`config.mk`:
```
export PLATFORM = sky130hd
export DESIGN_NAME = seg_xlate
export DESIGN_NICKNAME = d
export VERILOG_FILES = /design/src/rtl/seg_xlate_pkg.sv /design/src/rtl/seg_entry_fetch.sv /design/src/rtl/seg_legality.sv /design/src/rtl/seg_xlate.sv
export SDC_FILE = /design/constraint.sdc
export NUM_CORES = 1
export LEC_CHECK = 0
export ABC_AREA = 1
export BUFFER_PORTS_ARGS = -buffer_cell sky130_fd_sc_hd__buf_2
export CAP_MARGIN = 20
export CORE_MARGIN = 3
export CORE_UTILIZATION = 45
export DETAILED_ROUTE_END_ITERATION = 8
export PLACE_DENSITY = 0.81
export SLEW_MARGIN = 5
export SYNTH_ARGS = -nofsm -noshare
export SYNTH_HDL_FRONTEND = slang
export SYNTH_HIERARCHICAL = 1
export SYNTH_SLANG_ARGS = --single-unit
```
`constraint.sdc`:
```
create_clock -name clk -period 1.7 [get_ports clk]
set_input_delay 0.34 -clock clk [delete_from_list [all_inputs] [get_ports clk]]
set_output_delay 0.34 -clock clk [all_outputs]
set_load 0.02 [all_outputs]
```
`src/rtl/seg_xlate_pkg.sv`:
```
package seg_xlate_pkg;

  typedef enum logic [2:0] {
    TRAP_NONE    = 3'd0,
    TRAP_SEG_NUM = 3'd1,
    TRAP_INVALID = 3'd2,
    TRAP_PROT    = 3'd3,
    TRAP_RANGE   = 3'd4
  } trap_e;

  typedef enum logic [1:0] {
    ACC_READ  = 2'd0,
    ACC_WRITE = 2'd1,
    ACC_EXEC  = 2'd2,
    ACC_NONE  = 2'd3
  } acc_e;

  // rwx = {read, write, execute} permission bits of a descriptor
  function automatic logic acc_permitted(logic [2:0] rwx, acc_e acc);
    case (acc)
      ACC_READ:  return rwx[2];
      ACC_WRITE: return rwx[1];
      ACC_EXEC:  return rwx[0];
      default:   return 1'b0;
    endcase
  endfunction

endpackage

```
`src/rtl/seg_entry_fetch.sv`:
```
module seg_entry_fetch #(
  parameter int PA_W   = 20,
  parameter int DATA_W = 32
) (
  input  logic              clk,
  input  logic              rst_n,
  input  logic              start,
  input  logic [PA_W-1:0]   entry_addr,
  output logic              mem_req,
  output logic [PA_W-1:0]   mem_addr,
  input  logic              mem_ack,
  input  logic [DATA_W-1:0] mem_rdata,
  output logic              done,
  output logic [DATA_W-1:0] base_word,
  output logic [DATA_W-1:0] attr_word
);

  typedef enum logic [1:0] {F_IDLE, F_BASE, F_ATTR} fstate_e;

  fstate_e           st;
  logic [PA_W-1:0]   addr_q;
  logic [DATA_W-1:0] base_q;

  always_ff @(posedge clk or negedge rst_n) begin
    if (!rst_n) begin
      st     <= F_IDLE;
      addr_q <= '0;
      base_q <= '0;
    end else begin
      case (st)
        F_IDLE: if (start) begin
          addr_q <= entry_addr;
          st     <= F_BASE;
        end
        F_BASE: if (mem_ack) begin
          base_q <= mem_rdata;
          st     <= F_ATTR;
        end
        F_ATTR: if (mem_ack) st <= F_IDLE;
        default: st <= F_IDLE;
      endcase
    end
  end

  assign mem_req   = (st != F_IDLE);
  assign mem_addr  = addr_q + ((st == F_ATTR) ? PA_W'(1) : PA_W'(0));
  assign done      = (st == F_ATTR) && mem_ack;
  assign base_word = base_q;
  // second word is judged straight off the bus in its acknowledge cycle
  assign attr_word = mem_rdata;

endmodule

```
`src/rtl/seg_legality.sv`:
```
module seg_legality
  import seg_xlate_pkg::*;
#(
  parameter int OFF_W  = 12,
  parameter int PA_W   = 20,
  parameter int DATA_W = 32
) (
  input  logic [DATA_W-1:0] base_word,
  input  logic [DATA_W-1:0] attr_word,
  input  logic [OFF_W-1:0]  off,
  input  acc_e              acc,
  output trap_e             trap,
  output logic [PA_W-1:0]   pa
);

  localparam int LIM_W = OFF_W + 1;

  function automatic logic in_range(logic [OFF_W-1:0] o, logic [LIM_W-1:0] lim);
    return {1'b0, o} < lim;
  endfunction

  function automatic logic [PA_W-1:0] relocate(logic [PA_W-1:0] b, logic [OFF_W-1:0] o);
    return b + PA_W'(o);
  endfunction

  logic             seg_valid;
  logic [2:0]       rwx;
  logic [LIM_W-1:0] limit;

  assign seg_valid = attr_word[DATA_W-1];
  assign rwx       = attr_word[DATA_W-2:DATA_W-4];
  assign limit     = attr_word[LIM_W-1:0];

  always_comb begin
    if (!seg_valid)                   trap = TRAP_INVALID;
    else if (!acc_permitted(rwx, acc)) trap = TRAP_PROT;
    else if (!in_range(off, limit))   trap = TRAP_RANGE;
    else                              trap = TRAP_NONE;
  end

  assign pa = relocate(base_word[PA_W-1:0], off);

endmodule

```
`src/rtl/seg_xlate.sv`:
```
module seg_xlate
  import seg_xlate_pkg::*;
#(
  parameter int SEG_W  = 6,
  parameter int OFF_W  = 12,
  parameter int PA_W   = 20,
  parameter int DATA_W = 32
) (
  input  logic              clk,
  input  logic              rst_n,
  input  logic [PA_W-1:0]   tbl_base,
  input  logic [SEG_W:0]    tbl_len,
  input  logic              req_valid,
  output logic              req_ready,
  input  logic [SEG_W-1:0]  req_seg,
  input  logic [OFF_W-1:0]  req_off,
  input  logic [1:0]        req_acc,
  output logic              rsp_valid,
  output logic [2:0]        rsp_trap,
  output logic [PA_W-1:0]   rsp_pa,
  output logic              mem_req,
  output logic [PA_W-1:0]   mem_addr,
  input  logic              mem_ack,
  input  logic [DATA_W-1:0] mem_rdata
);

  typedef enum logic [1:0] {S_IDLE, S_FETCH, S_RESP} state_e;

  function automatic logic seg_in_table(logic [SEG_W-1:0] s, logic [SEG_W:0] len);
    return {1'b0, s} < len;
  endfunction

  function automatic logic [PA_W-1:0] entry_of(logic [PA_W-1:0] b, logic [SEG_W-1:0] s);
    return b + PA_W'({s, 1'b0});
  endfunction

  state_e            st;
  logic [OFF_W-1:0]  off_q;
  acc_e              acc_q;
  trap_e             trap_q;
  logic [PA_W-1:0]   pa_q;

  // named internal events
  logic              accept;
  logic              seg_reject;
  logic              fetch_start;
  logic              fetch_done;
  logic [DATA_W-1:0] base_word;
  logic [DATA_W-1:0] attr_word;
  trap_e             chk_trap;
  logic [PA_W-1:0]   chk_pa;

  assign accept      = req_valid && (st == S_IDLE);
  assign seg_reject  = !seg_in_table(req_seg, tbl_len);
  assign fetch_start = accept && !seg_reject;

  seg_entry_fetch #(.PA_W(PA_W), .DATA_W(DATA_W)) u_fetch (
    .clk        (clk),
    .rst_n      (rst_n),
    .start      (fetch_start),
    .entry_addr (entry_of(tbl_base, req_seg)),
    .mem_req    (mem_req),
    .mem_addr   (mem_addr),
    .mem_ack    (mem_ack),
    .mem_rdata  (mem_rdata),
    .done       (fetch_done),
    .base_word  (base_word),
    .attr_word  (attr_word)
  );

  seg_legality #(.OFF_W(OFF_W), .PA_W(PA_W), .DATA_W(DATA_W)) u_legal (
    .base_word (base_word),
    .attr_word (attr_word),
    .off       (off_q),
    .acc       (acc_q),
    .trap      (chk_trap),
    .pa        (chk_pa)
  );

  always_ff @(posedge clk or negedge rst_n) begin
    if (!rst_n) begin
      st     <= S_IDLE;
      off_q  <= '0;
      acc_q  <= ACC_READ;
      trap_q <= TRAP_NONE;
      pa_q   <= '0;
    end else begin
      case (st)
        S_IDLE: if (accept) begin
          off_q <= req_off;
          acc_q <= acc_e'(req_acc);
          if (seg_reject) begin
            trap_q <= TRAP_SEG_NUM;
            pa_q   <= '0;
            st     <= S_RESP;
          end else begin
            st <= S_FETCH;
          end
        end
        S_FETCH: if (fetch_done) begin
          trap_q <= chk_trap;
          pa_q   <= (chk_trap == TRAP_NONE) ? chk_pa : '0;
          st     <= S_RESP;
        end
        S_RESP:  st <= S_IDLE;
        default: st <= S_IDLE;
      endcase
    end
  end

  assign req_ready = (st == S_IDLE);
  assign rsp_valid = (st == S_RESP);
  assign rsp_trap  = trap_q;
  assign rsp_pa    = pa_q;

endmodule

```
==> results of run 1 <==
flip-flops by register name, indices dropped and copies added, names as in the netlist:
signal and flops:
rsp_pa 20, rsp_trap 3, u_fetch/addr_q 20, acc_q 2
st 2, u_fetch/st 2, u_fetch/base_word 20, off_q 12
per-stage QoR:
step | instance area, sq um | instances | utilization | total power, mW
after floorplan | 6740 | 805 | - | 9.83
after CTS | 8820 | 1178 | 0.653 | 16.4
final | 9510 | 1194 | 0.704 | 18.8
after global routing | 9510 | 1193 | 0.704 | 19.8
after detailed placement | 7960 | 1154 | 0.589 | 12.9
after global placement | 7960 | 1154 | 0.589 | 12.7
routing by layer:
layer | part of all wire | vias up | track usage
met5 | 0.00098 | - | 0
met3 | 0.064 | 72 | 0.0472
li1 | - | 2943 | -
met4 | 0.045 | 2 | 0.0851
met1 | 0.39 | 2987 | 0.283
met2 | 0.50 | 277 | 0.391
worst max-delay path, cell delays in order, from the launching register on:
cell and delay (ns):
dfrtp_2 0.42, nor2_4 0.15, ha_1 0.18, nand3_2 0.10
inv_2 0.08, nand2_2 0.07, nor2_4 0.21, buf_12 0.13
xor2_4 0.13, buf_4 0.16
cell type report:
type / count / area share
flip-flops and latches: 81 / 0.214
multi-input cells: 582 / 0.513
inverters: 112 / 0.0447
well taps: 176 / 0.0231
clock inverters: 6 / 0.00697
diodes: 1 / 0.000263
clock buffers: 10 / 0.0251
repair buffers: 226 / 0.173
what timing repair did:
| item | 4_1_cts | 5_1_grt |
|---|---|---|
| gates cloned | 1 | 1 |
| setup endpoints to repair | 41 | 51 |
| hold buffers | 1 | 0 |
| pin swaps | 44 | 70 |
| buffers inserted | 8 | 17 |
| resized for setup | 108 | 145 |
| hold endpoints to repair | 1 | 0 |
cells in the final DEF, fill, tap and decap left out, types with 3 or more instances in the layout:
cell	instances
clkbuf_16	9
nor2_1	47
nand2_1	179
inv_1	83
nand3_1	28
a21oi_4	3
nor2_2	7
ha_4	22
nand4_1	9
nand3_2	29
a21oi_1	9
dfrtp_2	6
buf_12	6
dfrtp_1	75
a21oi_2	13
buf_4	94
mux2_2	11
nor2_4	37
nor3_1	4
nand2_2	42
mux2_4	39
xor2_2	4
xnor2_2	5
nand3b_1	7
nand3_4	6
xor2_1	14
clkinvlp_4	3
ha_1	13
inv_2	28
buf_6	26
nand2_4	18
o21ai_2	3
buf_2	98
xor2_4	6
worst max-delay path by stage:
stage          cells past startpoint           from                 end
2_1_floorplan                     10     req_seg[4]  u_fetch/addr_q[10]
3_3_place_gp                      15   mem_rdata[4]           rsp_pa[4]
3_5_place_dp                      15   mem_rdata[4]           rsp_pa[5]
4_1_cts                           10  u_fetch/st[0]        mem_addr[19]
5_1_grt                            9  u_fetch/st[0]        mem_addr[11]
6_report                           9  u_fetch/st[0]        mem_addr[11]
power by group through the flow:
stage	sequential (mW)	clock (mW)	combinational, mW
after floorplan	3.79	0	6.04
after global placement	3.61	0	9.09
after detailed placement	3.65	0	9.24
after CTS	3.68	2.02	10.7
after global routing	3.90	2.13	13.8
final	3.77	2.04	13.0
==> metrics list, run 1 <==
- Proportion of power drawn by flip-flops and latches: 0.200
* Finish-stage setup viols: 42
- Final hold analysis gives a worst-case slack of 0.216 ns.
* Arrival time at the worst endpoint: 1.99 ns
* Endpoint of the worst hold path: off_q[4]
* Clock input transition at the sequential cells of the worst setup and hold paths: 0.07 ns
- Net count of the finished layout: 1134
- Number of clock sinks: 81
* Endpoint type of the worst setup path: output pin
- Across the whole layout, storage elements account for 2030 sq um.
- Summing all multi-input logic gate instances after layout gives 4880 sq um.
- Run status: finished, violations left
- Maximum achievable frequency: 0.430 GHz
- The initial utilization of the core area, before any placement, comes to 0.470.
- Port buffering added 120 buffers.
* Maximum number of pins on one net before global-route repair: 81
- At the placement stage, the worst setup path has a slack of -0.335 ns.
- Sw power: 9.03 mW
- Clock insertion delay at the later pin of the skew report: 0.35 ns
- Vias per cell: 5.26
- Vertical die dimension: 125 um
- After detailed routing, the average wire length per cell comes to 17.1 um.
* Cell depth of the worst hold path: 2
* Internal power component: 9.81 mW
- Number of violations of the max-capacitance limit: 0
- Yosys printed 6 warnings.
- Type of the tightest min-delay check: primary input to register
- Global-route usage over all layers: 0.228
* Number of detailed-route iterations in the first pass: 6
- Fraction of layout cells with a size suffix above 1: 0.528
- Gate Count Post-Synth: 805
- Hpwl dp: 12800 um
- The worst register-to-register path ends at rsp_pa[1].
- The number of antenna violations at the first check in global routing was 1.
* First-pass GRT wire length: 29200 um
* Final max-slew violation count: 0
- Setup slack on the critical path of the routed design comes to -0.626 ns.
- Net count of the mapped netlist: 927
- The cell area that synthesis handed to floorplanning was 6340 sq um.
- Adding up every negative setup slack in the final design gives -16.76 ns.
- In this run the deepest clock path goes through 2 buffers.
- Setup repair after global routing could not meet its margin everywhere.
- In this run the remaining antenna-violating nets after routing total 0.
- At the pin with the least slew margin, the transition time is 0.443 ns.
- Dividing the final minimum period by the clock period gives 1.37.
- Clock group share of total power: 0.108
* Routed wire length: 20500 um
* RePlAce Congestion: 0.889
- Along the worst path, the maximum fanout reaches 5.
- Number of cells traversed by the worst register-to-register path: 13
- Power density over the cells: 1980 nW/um^2
* Clock skew: 0.0111 ns
* Starting DRC count in detailed routing: 498
* Routed via count: 6281
- Subtracting the final worst setup slack from the clock period gives 2.33 ns.
- In this run the critical register-to-register path is launched from off_q[4].
- R2r setup slk: -0.44 ns
- Signed area change from the synthesized netlist to the final layout: 50.0%
- Final-layout fill cell count: 894
- In this run the horizontal extent of the chip is 125 um.
- The H-tree was split into 3 levels.
- The worst setup path is of the register to output pin kind.
- Total overflow reported by the global router: 0
* DRC: 0
- The die covers 15600 sq um.
- In this run the static leakage power is 4.87 nW.
* Num ports: 129
- Of the total power, the share spent switching nets is 0.479.
- STA puts the critical path data required time at 1.36 ns.
* Max-slew headroom at the worst pin: 0.705
- TritonCTS built the clock tree.
* TritonCTS Buffers: 9
* Min-Delay Startpoint: req_off[4]
- Peak ir drop on the vdd network: 0.855 mV
* Combinational share of power: 0.691
* Kind of start point of the critical path: register
* Synthesized area divided by synthesized cell count: 7.88 sq um
- Cell chosen for the clock root: clkbuf_16
- The final reports fail on negative setup slack.
* Std-Cell Rows: 42
- The number of hold violations in the final report is 0.
- Vias in the first global route: 6036
- After floorplanning, the core was sized to cover 13500 sq um.
Note: power is estimated with default switching activity, not from simulation.
==> run 2, diff against run 1 <==
--- a/config.mk
+++ b/config.mk
@@ -9,9 +9,9 @@
 export BUFFER_PORTS_ARGS = -buffer_cell sky130_fd_sc_hd__buf_2
 export CAP_MARGIN = 20
 export CORE_MARGIN = 3
-export CORE_UTILIZATION = 45
+export CORE_UTILIZATION = 30
 export DETAILED_ROUTE_END_ITERATION = 8
-export PLACE_DENSITY = 0.81
+export PLACE_DENSITY = 0.62
 export SLEW_MARGIN = 5
 export SYNTH_ARGS = -nofsm -noshare
 export SYNTH_HDL_FRONTEND = slang
==> run 2 against run 1 <==
Effect of this change:
- the flow still finishes with violations (negative setup slack)
- final cell count grew 8.6%
- core utilization fell by 23 points
- flip-flop and latch count stayed put
- die area rose by 47%
- sequential share of layout area shrank 0.49 points
- final area rose by 2.2%
- worst hold slack worse by 0.21 ns
- clock skew shrank 0.0054 ns
- critical path type unchanged
- highest routed layer is now met4
==> metrics list, run 2 (synthesized netlist as in run 1, its figures left out) <==
- The top cell types in the final layout, fill and taps aside, are 176 x nand2_1, 101 x buf_4, 99 x buf_2, 89 x inv_1, 78 x dfrtp_1.
- Violations in the final reports: negative setup slack
- Data required time at the worst endpoint: 1.36 ns (about the same)
- Time the worst path needs with I/O delays and setup: 2.26 ns (-0.0620 ns)
- The largest net degree at the start of global routing is 82 (+1.2%).
* Num ports: 129 (unchanged)
- Final number of hold-violating endpoints: 0 (unchanged)
- Number of detailed-route iterations in the first pass: 4 (-2)
* Global-route usage over all layers: 0.150 (-0.0779)
- The placeable core region is 20500 sq um (+52%).
- Final ANT Viol Nets: 0 (unchanged)
- Net count of the finished layout: 1144 (+0.88%)
* First-pass GRT wire length: 27700 um (-4.9%)
* Clock Path Buffers: 2 (unchanged)
- The maximum achievable frequency is 0.442 GHz (+2.7%).
- The setup TNS after final layout was -13.72 ns (+3.04 ns).
- The share of total power in the clock network was 0.117 (+0.009).
- Internal power component: 9.99 mW (+1.8%)
- Signed area change from the synthesized netlist to the final layout: 53.2%
- Final design instance area without fill: 9720 sq um (+2.2%)
* RePlAce Congestion: 0.907 (+2.0%)
* Combinational share of power: 0.679 (-0.012)
- The number of cells after detailed placement came to 1262 (+9.4%).
* Sw power: 8.41 mW (-6.9%)
- Critical path cell sequence: inv_2 -> nor2_4 -> buf_6 -> ha_4 -> nand3_4 -> inv_4 -> nand2_4 -> nor2_4 -> nand2_1 -> nand2_1 -> nand2_2 -> buf_6
- The cell row count is 52 (+24%).
- Power density over the cells: 1890 nW/um^2 (-4.4%)
* Clock input transition at the sequential cells of the worst setup and hold paths: 0.07 ns (about the same)
- Average routed wire per standard cell: 13.4 um (-22%)
- Cell chosen for the clock root: clkbuf_16
- DRC: 0 (unchanged)
- The cell family contributing the most delay on the critical path is simple AND/OR/NAND/NOR gates.
- Critical path peak fanout: 5 (unchanged)
* Max-slew headroom at the worst pin: 0.701 (-0.00383)
- Clock tree from TritonCTS: yes
- Switching portion of total power: 0.457 (-0.0222)
- The number of antenna repair diodes was 0 (-1).
- Cell at the slowest stage of the critical path: dfrtp_1
- The library cell used most frequently in the layout, excluding fill and tap cells, is nand2_1.
- Vias in the first global route: 5681 (-5.9%)
- Initial Util: 0.310 (-0.160)
- The H-tree level count came to 3 (unchanged).
* Die span in x: 151 um (+21%)
- The wire length the detailed router placed on met1 was 8050 um (+0.95%).
- The remaining global-route overflow was 0 (unchanged).
* Proportion of power drawn by flip-flops and latches: 0.204 (+0.004)
* PortBufs: 120 (unchanged)
* Type of the tightest min-delay check: primary input to async pin
- The fill cell instance count of the final layout is 1919 (+110%).
- RSZ-0062 raised after global routing: true
- Routed wire length: 17400 um (-15%)
- Combined buffer and inverter count along the critical path: 4 (+1)
* Setup Crit Path Kind: register to output pin
- Post-placement cell area: 8170 sq um (+2.6%)
- The worst setup path is captured at an output pin.
* Critical path's largest stage delay: 0.36 ns (-0.06 ns)
- Starting DRC count in detailed routing: 320 (-36%)
- Clock skew: 0.00575 ns (-0.00537 ns)
- Arrival time at the worst endpoint: 1.92 ns (-0.07 ns)
- Storage element area: 2030 sq um (-0.18%)
- The count of endpoints failing setup in the final report came to 40 (-4.8%).
- Number of violations of the max-capacitance limit: 0 (unchanged)
* Period utilization: 1.33 (-0.0365)
- Number of clock sinks: 81 (unchanged)
- Hpwl dp: 13100 um (+2.2%)
* Run status: finished, violations left
- Signal routing reaches up to met4.
- Routed via count: 5746 (-8.5%)
- The height of the die was 151 um (+21%).
* Final max-slew violation count: 0 (unchanged)
* Initial antenna violation count: 0 (-1)
- Peak ir drop on the vdd network: 0.950 mV (+11%)
* Vias per cell: 4.43 (-16%)
- STA classifies the critical path startpoint as a register.
- The clock latency of the later-clocked register in the worst-skew pair is 0.35 ns (about the same).
- Dpl ws: -0.361 ns (-0.0257 ns)
- Utilization after layout: 0.474 (-0.230)
* Met2 wire len: 8360 um (-18%)
- Count of non-filler cells in the finished layout: 1297 (+8.6%)
- Total power draw: 18.4 mW (-2.4%)
- The final critical-path setup slack is -0.564 ns (+0.0620 ns).
* Die area: 22900 sq um (+47%)
- Fraction of layout cells with a size suffix above 1: 0.527 (-0.00125)
* Tightest hold margin: 0.00955 ns (-0.206 ns)
- Worst Max-Slew Pin Slew: 0.449 ns (+0.00574 ns)
- The area of the multi-input gates was 4880 sq um (about the same).
- Leakage power total: 4.99 nW (+2.4%)
- The met3 wire length was 603 um (-54%).
- The number of buffers added by the clock tree synthesis step is 9 (unchanged).
==> run 2: power by group through the flow <==
| stage | logic, mW | clock network, mW | registers (mW) |
|---|---|---|---|
| finish | 12.5 | 2.15 | 3.76 |
| global route | 13.5 | 2.28 | 3.89 |
| CTS | 11.0 | 2.20 | 3.72 |
| detailed placement | 9.32 | 0 | 3.67 |
| global placement | 9.24 | 0 | 3.66 |
| floorplan | 6.04 | 0 | 3.79 |
==> run 2: routing by layer <==
| layer | up-vias | global-route usage |
|---|---|---|
| li1 | 2965 | - |
| met1 | 2661 | 0.212 |
| met2 | 96 | 0.234 |
| met3 | 24 | 0.0200 |
| met4 | 0 | 0.0544 |
| met5 | - | 0 |
==> run 2: worst paths after layout <==
check / slack, ns / from / cells after the start / to
worst min register to register: 0.46 / rsp_pa[5] / 2 / rsp_pa[5]
worst max-delay path: -0.56 / u_fetch/st[1] / 12 / mem_addr[19]
max in group asynchronous: 1.30 / rst_n / 2 / off_q[3]
min in group clk: 0.22 / mem_rdata[19] / 2 / u_fetch/base_word[19]
worst min-delay path: 0.01 / rst_n / 2 / rsp_pa[17]
worst max register to register: -0.30 / off_q[10] / 12 / rsp_pa[14]
==> run 2: layout make-up <==
| type | instances | area share |
|---|---|---|
| well taps | 270 | 0.0348 |
| repair buffers | 237 | 0.177 |
| clock buffers | 9 | 0.0232 |
| inverters | 112 | 0.0443 |
| multi-input cells | 581 | 0.502 |
| clock inverters | 7 | 0.0104 |
| flip-flops and latches | 81 | 0.209 |
==> run 2: repair_timing <==
action | CTS | global route
pin swaps | 59 | 72
endpoints found under the setup margin | 41 | 62
setup buffers | 11 | 8
cloned | 1 | 0
hold buffers | 0 | 0
resized for setup | 115 | 144
endpoints found under the hold margin | 0 | 0
